**src/rtl/fdtmr_pkg.sv**
```systemverilog
package fdtmr_pkg;
    localparam int NREP = 3;

    function automatic logic maj3(input logic x, input logic y, input logic z);
        return (x & y) | (y & z) | (x & z);
    endfunction
endpackage

```
**src/rtl/fd_bit_cell.sv**
```systemverilog
module fd_bit_cell (
    input  logic a_i,
    input  logic b_i,
    input  logic ci_i,
    input  logic f_sum_i,
    input  logic f_co_i,
    input  logic f_par_i,
    output logic s_o,
    output logic co_o,
    output logic chk_o
);
    logic s_raw, co_raw, pred;

    always_comb begin
        s_raw  = a_i ^ b_i ^ ci_i;
        co_raw = (a_i & b_i) | (ci_i & (a_i ^ b_i));
        // prediction built from inputs only, never from s_raw/co_raw
        pred   = (a_i | b_i | ci_i) & ~(a_i & b_i & ci_i);
        s_o    = s_raw ^ f_sum_i;
        co_o   = co_raw ^ f_co_i;
        chk_o  = s_o ^ co_o ^ (pred ^ f_par_i);
    end

    always_comb begin
        if (!f_sum_i && !f_co_i && !f_par_i)
            p_clean_cell_r2: assert (chk_o == 1'b0);
    end
endmodule

```
**src/rtl/fd_adder_chain.sv**
```systemverilog
module fd_adder_chain #(
    parameter int W = 8
) (
    input  logic [W-1:0] a_i,
    input  logic [W-1:0] b_i,
    input  logic         cin_i,
    input  logic [W-1:0] f_sum_i,
    input  logic [W-1:0] f_co_i,
    input  logic [W-1:0] f_par_i,
    output logic [W-1:0] sum_o,
    output logic         cout_o,
    output logic         err_o
);
    logic [W:0]   carry;
    logic [W-1:0] chk;

    assign carry[0] = cin_i;

    for (genvar i = 0; i < W; i++) begin : g_bit
        fd_bit_cell u_cell (
            .a_i     (a_i[i]),
            .b_i     (b_i[i]),
            .ci_i    (carry[i]),
            .f_sum_i (f_sum_i[i]),
            .f_co_i  (f_co_i[i]),
            .f_par_i (f_par_i[i]),
            .s_o     (sum_o[i]),
            .co_o    (carry[i+1]),
            .chk_o   (chk[i])
        );
    end

    assign cout_o = carry[W];
    assign err_o  = |chk;

    always_comb begin
        if (f_sum_i == '0 && f_co_i == '0 && f_par_i == '0)
            p_add_ok_r1: assert ({cout_o, sum_o} ==
                ({1'b0, a_i} + {1'b0, b_i} + (W+1)'(cin_i)));
    end
endmodule

```
**src/rtl/tmr_vote.sv**
```systemverilog
module tmr_vote #(
    parameter int W = 8
) (
    input  logic [W-1:0] x_i,
    input  logic [W-1:0] y_i,
    input  logic [W-1:0] z_i,
    output logic [W-1:0] v_o
);
    import fdtmr_pkg::*;

    for (genvar i = 0; i < W; i++) begin : g_maj
        assign v_o[i] = maj3(x_i[i], y_i[i], z_i[i]);
    end

    always_comb begin
        p_two_agree_r3: assert (((x_i ~^ y_i) & (v_o ^ x_i)) == '0);
        p_two_agree_b_r3: assert (((y_i ~^ z_i) & (v_o ^ z_i)) == '0);
    end
endmodule

```
**src/rtl/fdtmr_adder.sv**
```systemverilog
module fdtmr_adder #(
    parameter int W = 8
) (
    input  logic [W-1:0]   a_i,
    input  logic [W-1:0]   b_i,
    input  logic           cin_i,
    input  logic [3*W-1:0] inj_sum_i,
    input  logic [3*W-1:0] inj_cout_i,
    input  logic [3*W-1:0] inj_par_i,
    output logic [W-1:0]   sum_o,
    output logic           cout_o,
    output logic           err_o,
    output logic [2:0]     rep_err_o,
    output logic [2:0]     rep_dis_o,
    output logic           mask_only_o
);
    import fdtmr_pkg::*;

    localparam int CW = $clog2(NREP + 1);

    logic [W-1:0] rep_sum [NREP];
    logic         rep_co  [NREP];
    logic         rep_er  [NREP];
    logic [NREP-1:0] suspect;
    logic [CW-1:0]   n_susp;

    for (genvar k = 0; k < NREP; k++) begin : g_rep
        fd_adder_chain #(.W(W)) u_chain (
            .a_i     (a_i),
            .b_i     (b_i),
            .cin_i   (cin_i),
            .f_sum_i (inj_sum_i[k*W +: W]),
            .f_co_i  (inj_cout_i[k*W +: W]),
            .f_par_i (inj_par_i[k*W +: W]),
            .sum_o   (rep_sum[k]),
            .cout_o  (rep_co[k]),
            .err_o   (rep_er[k])
        );
        assign rep_err_o[k] = rep_er[k];
        assign rep_dis_o[k] = {rep_co[k], rep_sum[k]} != {cout_o, sum_o};
    end

    tmr_vote #(.W(W)) u_vote_sum (
        .x_i (rep_sum[0]), .y_i (rep_sum[1]), .z_i (rep_sum[2]), .v_o (sum_o)
    );
    tmr_vote #(.W(1)) u_vote_co (
        .x_i (rep_co[0]), .y_i (rep_co[1]), .z_i (rep_co[2]), .v_o (cout_o)
    );
    tmr_vote #(.W(1)) u_vote_err (
        .x_i (rep_er[0]), .y_i (rep_er[1]), .z_i (rep_er[2]), .v_o (err_o)
    );

    always_comb begin
        suspect = rep_err_o | rep_dis_o;
        n_susp  = '0;
        for (int k = 0; k < NREP; k++)
            n_susp = n_susp + CW'(suspect[k]);
        mask_only_o = (n_susp == CW'(1)) && !err_o;
    end

    always_comb begin
        if ($countones(rep_err_o) >= 2)
            p_multi_err_r5: assert (err_o);
        if (mask_only_o)
            p_mask_excl_r8: assert (!err_o && $onehot0(rep_err_o));
        if (rep_err_o == 3'b000 && rep_dis_o == 3'b000)
            p_quiet_r8: assert (!mask_only_o && !err_o);
        p_err_vote_r4: assert (err_o == ($countones(rep_err_o) >= 2));
    end
endmodule

```
**config.mk**
```make
export PLATFORM = sky130hd
export DESIGN_NAME = fdtmr_adder
export DESIGN_NICKNAME = d
export VERILOG_FILES = /design/src/rtl/fdtmr_pkg.sv /design/src/rtl/fd_bit_cell.sv /design/src/rtl/fd_adder_chain.sv /design/src/rtl/tmr_vote.sv /design/src/rtl/fdtmr_adder.sv
export SDC_FILE = /design/constraint.sdc
export NUM_CORES = 1
export LEC_CHECK = 0
export ABC_AREA = 0
export BUFFER_PORTS_ARGS = -buffer_cell sky130_fd_sc_hd__clkbuf_2
export CAP_MARGIN = 0
export CORE_MARGIN = 2
export CORE_UTILIZATION = 40
export DETAILED_ROUTE_END_ITERATION = 8
export PLACE_DENSITY = 0.75
export SYNTH_ARGS = -nofsm -noshare
export SYNTH_HDL_FRONTEND = slang
export SYNTH_HIERARCHICAL = 1
export SYNTH_SLANG_ARGS = --single-unit
```
**constraint.sdc**
```tcl
create_clock -name vclk -period 11.8
set_input_delay 1.77 -clock vclk [all_inputs]
set_output_delay 1.77 -clock vclk [all_outputs]
set_load 0.01 [all_outputs]
```
* Word level (Yosys, flattened, before mapping)
Index checks and enable logic that the tools add are counted.
Widths: inputs -> output; s select.
** Word-level totals
- Register bits :: 0
- Input port bits :: 89
- Output and inout bits :: 17
- Word-level logic and storage cells :: 360
** Cells by class
- Add/subtract/negate cells :: 2
- Eq/ne operators :: 4
- Bitwise gates (word level) :: 349
- Reduce and logical (&&, ||, !) cells :: 5
** Operator list (count)
- $xor 1x1->1 :: 150
- $and 1x1->1 :: 104
- $or 1x1->1 :: 72
- $ne 9x9->1 :: 3
- $reduce_or 8->1 :: 3
- $not 1->1 :: 22
- $or 3x3->3 :: 1
- $add 1x1->2 :: 1
- $add 2x1->2 :: 1
- $eq 2x1->1 const B :: 1
- $logic_and 1x1->1 :: 1
- $logic_not 1->1 :: 1

* Logic depth before layout (Yosys ltp)
Gate-level depths: netlist of the first run.
- Depth after elaboration :: 34
- Depth in mapped cells :: 31
- Mapped depth without buffers :: 31

* Modules after synthesis
Netlist of the first run, hierarchy kept.
** By module, submodules not included
- fd_bit_cell :: times used 24, cells each 12, area an instance 125.1 um^2, seq. area each 0.0 um^2
- fdtmr_adder :: times used 1, cells each 44, area an instance 360.3 um^2, seq. area each 0.0 um^2
- tmr_vote (u_vote_sum) :: times used 1, cells each 8, area an instance 90.1 um^2, seq. area each 0.0 um^2
- fd_adder_chain :: times used 3, cells each 3, area an instance 16.3 um^2, seq. area each 0.0 um^2
- tmr_vote (u_vote_co ...) :: times used 2, cells each 1, area an instance 11.3 um^2, seq. area each 0.0 um^2

* Worst setup path before layout of the first run
Ideal clock, no wire load.
- Path type :: in2out
- From :: input port a_i[0]
- To :: output port mask_only_o
- Arrival :: 9.418 ns
- Required time :: 10.030 ns
- Path slack :: 0.612 ns
- Cell stages on the path :: 31
- Buffers on the path :: 0
- Cells stage by stage :: inv_1 -> fa_1 -> xnor2_2 -> inv_1 -> fa_1 -> xnor2_2 -> inv_1 -> fa_1 -> xnor2_2 -> inv_1 -> fa_1 -> xnor2_2 -> inv_1 -> fa_1 -> xnor2_2 -> inv_1 -> fa_1 -> xnor2_2 -> inv_1 -> fa_1 -> xnor2_2 -> inv_1 -> fa_1 -> xnor2_2 -> maj3_2 -> xor2_1 -> nor4_1 -> nand4_1 -> nor2_1 -> fa_1 -> nor3b_1
** RTL lines
- start, declared :: line fdtmr_adder.sv:4 : input logic [W-1:0] a_i,
- end, declared :: line fdtmr_adder.sv:15 : output logic mask_only_o

==> results of run 1 <==
stage by stage:
stage | cell area (µm²) | instances | total power [mW] | worst slack, ns | hold WS (ns)
3_5_place_dp | 4300 | 579 | 0.484 | 0.0266 | 4.15
2_1_floorplan | 3520 | 351 | 0.363 | 0.612 | 3.85
5_1_grt | 4380 | 590 | 0.529 | 0.00370 | 4.21
4_1_cts | 4300 | 579 | 0.487 | 0.00631 | 4.15
3_3_place_gp | 4300 | 579 | 0.477 | 0.155 | 4.14
6_report | 4380 | 590 | 0.490 | 0.462 | 4.14
power by group:
group / total (mW) / leakage [nW] / switching (mW) / internal, mW
clock network: 0 / 0 / 0 / 0
logic: 0.490 / 2.35 / 0.249 / 0.241
registers: 0 / 0 / 0 / 0
total: 0.490 / 2.35 / 0.249 / 0.241
final timing paths:
kind | endpoint
worst max-delay path | mask_only_o
worst min-delay path | rep_dis_o[0]
kinds of logic (layout without fill, tap and decap cells):
logic type               Yosys count  after routing
AND/OR/NAND/NOR                   23             23
XOR/XNOR                         145            145
buffers and inverters             74            205
AO/OA/AOI/OAI                      2              2
multiplexers                      24             24
adder cells (fa/ha/maj)           83             83
metal layers:
| layer | up-vias | GRT usage | routed length, µm |
|---|---|---|---|
| li1 | 1321 | - | - |
| met1 | 1240 | 0.205 | 3170 |
| met2 | 85 | 0.305 | 4140 |
| met3 | 12 | 0.0136 | 459 |
| met4 | 0 | 0.0278 | 150 |
| met5 | - | 0 | 0 |
what timing repair did:
item                                    CTS  global route
buffers inserted                          0            11
hold buffers                              0             0
resized for setup                         0             1
endpoints found under the setup margin    0             1
critical path: cells and delay by family:
kind	cells	cell delay, ns
buffers and inverters	10	0.97
AND/OR/NAND/NOR	4	0.82
adder cells (fa/ha/maj)	10	4.19
XOR/XNOR	9	1.79
layout make-up:
type,count,area (µm²)
inverter,74,278
tap,108,135
timing repair buffer,131,718
multi-input combinational,277,3250
fill,813,4250
Yosys cell counts, types with 2 or more instances:
library cell / n / share of area
inv_1: 73 / 0.078
xnor2_1: 53 / 0.13
xnor2_2: 49 / 0.23
ha_1: 48 / 0.17
xor2_1: 43 / 0.11
fa_1: 25 / 0.14
mux2i_1: 24 / 0.068
maj3_2: 10 / 0.032
nor4_1: 8 / 0.014
nand2_1: 4 / 0.0043
nor2_1: 3 / 0.0032
nand3_1: 2 / 0.0028
nor3_1: 2 / 0.0028
==> reports/results.tsv, run 1 <==
metric	value	unit
final-seq-area	0	µm²
min_path_type	in2out	
post-route-min-period	11.34	ns
critPathMaxStageDelay	0.48	ns
cp.required	10.03	ns
final_common_cell	clkbuf_2	
die_area	9580	µm²
cpMostUsedCell	fa_1	
grt-ovfl-total	0	
cp-end-kind	output port	
cp.arrival	9.57	ns
synth_compound_area_frac	0.00674	
dieWidth	97.9	µm
ys_warn_count	6	
io_buffers	106	
holdPathStages	6	
yosys.area_share.simple	0.0373	
synth_fa_ha_area_frac	0.344	
design.seq.count	0	
grt_max_degree	7	
ant_nets	0	
finalSetupTns	0	ns
hpwl	7390	µm
drive_gt1_frac	0.400	
power_density	112	nW/µm²
rsz0062_at_grt	false	
pin_count	106	
syn_area	3520	µm²
post_synth_num_cell_types	20	
die_height	97.9	µm
synth_top_family_by_area	XOR/XNOR gates	
worstMarginPinSlew	0.344	ns
worstSetupStartpoint	a_i[0]	
timing.final.crit_share	0.961	
drv_slew	0	
grt_antenna_before_repair	0	
netlist_instances	351	
grt_pass1_vias	2786	
core_area	8640	µm²
wl	7920	µm
num_vias	2658	
fmax	88.2	MHz
worstPathMaxFanout	6	
cp-start-kind	input pin	
syn_to_final_growth	24.4	%
muxShareOfSynthArea	0.0682	
yosys.area_share.xor_xnor	0.465	
drtIter0Drc	85	
synth_fp_nets	513	
finalHoldViolCount	0	
num_rows	34	
slowest_stage	fa_1	
final_cell_mix	106 x clkbuf_2, 73 x inv_1, 53 x xnor2_1, 49 x xnor2_2, 48 x ha_1	
final_core_util	0.508	
ys_seq_area_frac	0	
place_congestion	0.838	
gr-usage-all-layers	0.163	
clockBufferCount	0	
status	finished, final reports clean	
path_class	in2out	
setup_viol	0	
start_util	0.408	
grt_pass1_wl	12900	µm
postSynthAreaPerCell	10.0	µm²
layout.nets	646	
maxSlewHeadroom	0.770	
drc	0	
cap_violations	0	
num_antenna_cells	0	
hold_start	inj_sum_i[5]	
peakVddDrop	0.0478	mV
wl_per_cell	13.4	µm
first_pass_iters	4	
p_leak	2.35	nW
vias_per_cell	4.51	
Note: power is estimated with default switching activity, not from simulation.
==> inputs of run 2 (changes only) <==
--- a/config.mk
+++ b/config.mk
@@ -5,13 +5,13 @@
 export SDC_FILE = /design/constraint.sdc
 export NUM_CORES = 1
 export LEC_CHECK = 0
-export ABC_AREA = 0
+export ABC_AREA = 1
 export BUFFER_PORTS_ARGS = -buffer_cell sky130_fd_sc_hd__clkbuf_2
 export CAP_MARGIN = 0
 export CORE_MARGIN = 2
 export CORE_UTILIZATION = 40
 export DETAILED_ROUTE_END_ITERATION = 8
-export PLACE_DENSITY = 0.75
+export PLACE_DENSITY = 0.7
 export SYNTH_ARGS = -nofsm -noshare
 export SYNTH_HDL_FRONTEND = slang
 export SYNTH_HIERARCHICAL = 1
==> run 2 against run 1 <==
Against the previous run:
- die area rose by 72%
- largest power group unchanged
- critical path depth grew 19
- global-route usage increased by 1.4 points
- critical path type unchanged
==> reports/results.tsv, run 2 <==
metric	value	unit
status	finished, final reports clean	
fmax	89.8	MHz
num_vias	6846	
die_height	128	µm
syn_to_final_growth	13.2	%
crit_cells	52	
gr-usage-all-layers	0.177	
final_cell_mix	659 x nand2_1, 247 x inv_1, 109 x nand2_2, 105 x clkbuf_2, 81 x nand3_1	
maxSlewHeadroom	0.854	
netlist_instances	1275	
synth_fp_nets	1437	
final_common_cell	nand2_1	
ant_nets	0	
grt_antenna_before_repair	0	
cp.required	10.03	ns
p_leak	4.92	nW
post-cts-setup-buffers	0	
path_class	in2out	
synth_top_area_share	0.400	
drv_slew	0	
vias_per_cell	4.36	
die_area	16500	µm²
slowest_stage	fa_1	
layout.nets	1545	
synth_common_cells	660 x nand2_1, 247 x inv_1, 108 x nand2_2, 81 x nand3_1, 50 x inv_2	
finalSetupTns	0	ns
place_ws	0.238	ns
pin_count	106	
synth_most_common_cell	nand2_1	
grt_pass1_vias	6185	
setup_viol	0	
holdBufCountCts	0	
grt-ovfl-total	0	
start_util	0.409	
first_pass_iters	4	
cp.arrival	9.37	ns
finalHoldViolCount	0	
rsz0062_at_grt	false	
wl_per_cell	9.07	µm
grt_max_degree	10	
timing.final.crit_share	0.944	
cap_violations	0	
design.seq.count	0	
cp-start-kind	input pin	
worstMarginPinSlew	0.217	ns
core_area	15100	µm²
wl	14200	µm
drtIter0Drc	302	
dieWidth	128	µm
setup_slack	0.661	ns
path_buf_inv	19	
power_density	68.6	nW/µm²
place_congestion	0.785	
hpwl	13000	µm
holdPathStages	6	
ys_seq_area_frac	0	
cp-end-kind	output port	
postSynthAreaPerCell	4.85	µm²
drc	0	
syn_area	6190	µm²
final-seq-area	0	µm²
synth_area_leaders	nand2_1 40%, inv_1 15%, nand2_2 11%	
clockBufferCount	0	
ys_warn_count	6	
cpMostUsedCell	nand2_2	
worstPathMaxFanout	6	
num_antenna_cells	0	
fill_cells	1659	
num_rows	45	
cpLargestDelayFamily	adder cells	
post-route-min-period	11.14	ns
yosysTopAreaCell	nand2_1	
peakVddDrop	0.0235	mV
critPathMaxStageDelay	0.46	ns
post_synth_num_cell_types	13	
min_path_type	in2out	
grt_pass1_wl	25100	µm
io_buffers	106	
drive_gt1_frac	0.219	
run 2: path summary, 6_finish.rpt:
path | startpoint | to | slack [ns]
hold / removal | inj_sum_i[2] | sum_o[2] | 4.13
setup / recovery | a_i[0] | mask_only_o | 0.66
run 2: layer usage:
layer / global-route usage / wire length (µm)
met5: 0 / 0
met1: 0.221 / 6610
met3: 0.0212 / 718
met4: 0.0194 / 210
met2: 0.333 / 6690
run 2: kinds of logic (layout without fill, tap and decap cells):
logic type / count (synthesis) / in the layout / share of synthesized area
and+or+nand+nor: 902 / 902 / 0.638
buffers and inverters: 297 / 403 / 0.180
adders and majority gates: 73 / 73 / 0.178
xor gates and xnor gates: 3 / 3 / 0.00425
run 2: cell type report:
class                           count  area [µm²]  share of cell area
Inverter                          297        1110               0.159
Timing Repair Buffer              106         531              0.0757
Tap cell                          188         235              0.0336
Multi-Input combinational cell    978        5120               0.732
run 2: power breakdown:
part / switching, mW / total [mW] / internal, mW
clock network: 0 / 0 / 0
logic: 0.312 / 0.480 / 0.168
registers: 0 / 0 / 0
total: 0.312 / 0.480 / 0.168
run 2: per-stage QoR:
step           std cells  cell area, µm²   util  hold WS (ns)  total power [mW]
3_3_place_gp        1569            6960  0.459          4.12             0.470
3_5_place_dp        1569            6960  0.459          4.13             0.478
2_1_floorplan       1275            6190      -          3.84             0.362
5_1_grt             1569            7000  0.462          4.20             0.561
6_report            1569            7000  0.462          4.13             0.480
4_1_cts             1569            6960  0.459          4.13             0.480
run 2: tightest hold or removal path, delay by kind of cell:
family                 cells  cell delay [ns]
buffers and inverters      2             0.24
AND/OR/NAND/NOR            4             0.34
run 2: repair_timing:
item                                    4_1_cts  5_1_grt
gates resized for setup                       0       14
hold endpoints to repair                      0        0
endpoints found under the setup margin        0        1
==> inputs of run 3 (changes only) <==
--- a/config.mk
+++ b/config.mk
@@ -5,13 +5,12 @@
 export SDC_FILE = /design/constraint.sdc
 export NUM_CORES = 1
 export LEC_CHECK = 0
-export ABC_AREA = 1
-export BUFFER_PORTS_ARGS = -buffer_cell sky130_fd_sc_hd__clkbuf_2
+export BUFFER_PORTS_ARGS = -buffer_cell sky130_fd_sc_hd__buf_2
 export CAP_MARGIN = 0
 export CORE_MARGIN = 2
-export CORE_UTILIZATION = 40
+export CORE_UTILIZATION = 55
 export DETAILED_ROUTE_END_ITERATION = 8
-export PLACE_DENSITY = 0.7
+export PLACE_DENSITY = 0.95
 export SYNTH_ARGS = -nofsm -noshare
 export SYNTH_HDL_FRONTEND = slang
 export SYNTH_HIERARCHICAL = 1
==> run 3 against run 2 <==
Against the previous run:
- sequential share of layout area is the same
- non-clock buffer count grew 21
- global-route usage rose by 6.1 points
- via count down 60%
- core utilization up 23 points
- final cell count fell by 65%
- worst hold slack better by 0.0081 ns
- first-iteration DRC count decreased by 63%
- wire length fell by 40%
- largest cell class unchanged
==> reports/results.tsv, run 3 (same netlist as run 1, synthesis figures left out) <==
metric	value	unit
drive_gt1_frac	0.395	
num_antenna_cells	0	
die_height	84.1	µm
final_area	4320	µm²
layout.nets	642	
die_area	7060	µm²
worstMarginPinSlew	0.329	ns
worstPathMaxFanout	6	
maxSlewHeadroom	0.779	
hpwl	7570	µm
num_vias	2754	
power	0.504	mW
grt_pass1_vias	3060	
drv_slew	0	
cp.required	10.03	ns
finalSetupTns	0	ns
timing.final.crit_share	0.972	
cp-start-kind	input pin	
instances_no_fill	555	
setup_slack	0.336	ns
finalHoldViolCount	0	
wl_per_cell	15.3	µm
power_density	117	nW/µm²
start_util	0.561	
final_common_cell	buf_2	
min_path_type	in2out	
syn_to_final_growth	22.4	%
path_class	in2out	
place_area	4220	µm²
cp-end-kind	output port	
wl	8490	µm
fmax	87.2	MHz
hold_start	inj_par_i[10]	
grt_max_degree	7	
core_area	6280	µm²
cp.arrival	9.69	ns
cap_violations	0	
slowest_stage	fa_1	
dieWidth	84.1	µm
gr-usage-all-layers	0.238	
io_buffers	106	
drc	0	
vias_per_cell	4.96	
ant_nets	0	
place_ws	-0.132	ns
p_leak	2.30	nW
design.seq.count	0	
first_pass_iters	4	
grt_antenna_before_repair	0	
status	finished, final reports clean	
final_cell_mix	106 x buf_2, 73 x inv_1, 53 x xnor2_1, 49 x xnor2_2, 48 x ha_1	
num_rows	29	
clockBufferCount	0	
final-seq-area	0	µm²
post-route-min-period	11.46	ns
dp.cells	543	
place_congestion	0.883	
grt-ovfl-total	0	
whs	4.13	ns
min_to	rep_err_o[1]	
setup_viol	0	
drtIter0Drc	111	
holdPathStages	6	
critPathMaxStageDelay	0.49	ns
pin_count	106	
grt_pass1_wl	13800	µm
peakVddDrop	0.0676	mV
final_core_util	0.687	
cpMostUsedCell	fa_1	
-- run 3: cell count changes in the layout (fill, tap and decap cells not counted), moves of 24 or more --
cell      delta
nand2_2    -109
nand3_1     -79
nand3_2     -27
mux2i_1     +24
xor2_1      +43
buf_2      +105
clkbuf_2   -105
nand2_1    -655
xnor2_2     +49
inv_2       -50
xnor2_1     +50
inv_1      -174
-- run 3: cell type report --
| cell class | count | area [µm²] |
|---|---|---|
| tap | 77 | 96.3 |
| timing repair buffer | 127 | 688 |
| fill | 452 | 1960 |
| inverter | 74 | 278 |
| multi-input combinational | 277 | 3250 |
-- run 3: how the worst max path moves through the flow --
stage,startpoint,end,slack (ns),cells past startpoint
final,a_i[0],mask_only_o,0.34,33
after global routing,a_i[0],mask_only_o,-0.03,33
after CTS,a_i[0],mask_only_o,0.03,33
after detailed placement,a_i[0],mask_only_o,-0.13,33
after global placement,a_i[0],mask_only_o,0.24,33
after floorplan,a_i[0],mask_only_o,0.61,31
-- run 3: power by group --
group	switching, mW	internal (mW)	total [mW]
Sequential	0	0	0
Clock	0	0	0
Combinational	0.263	0.241	0.504
-- run 3: critical path: cells and delay by family --
kind	cells	cell delay, ns
adders and majority gates	10	4.24
and+or+nand+nor	4	0.86
xor gates and xnor gates	9	1.85
buffers and inverters	10	0.98
-- run 3: what timing repair did --
| action | in CTS | in global routing |
|---|---|---|
| pin swaps | 2 | 10 |
| gates resized for setup | 1 | 0 |
| setup endpoints to repair | 1 | 1 |
| buffers inserted | 1 | 11 |
| hold buffers | 0 | 0 |
-- run 3: routing by layer --
layer,wire [µm],GRT usage,vias up
li1,-,-,1310
met3,301,0.0119,24
met1,3260,0.275,1328
met2,4670,0.470,92
met4,262,0.0587,0
met5,0,0,-
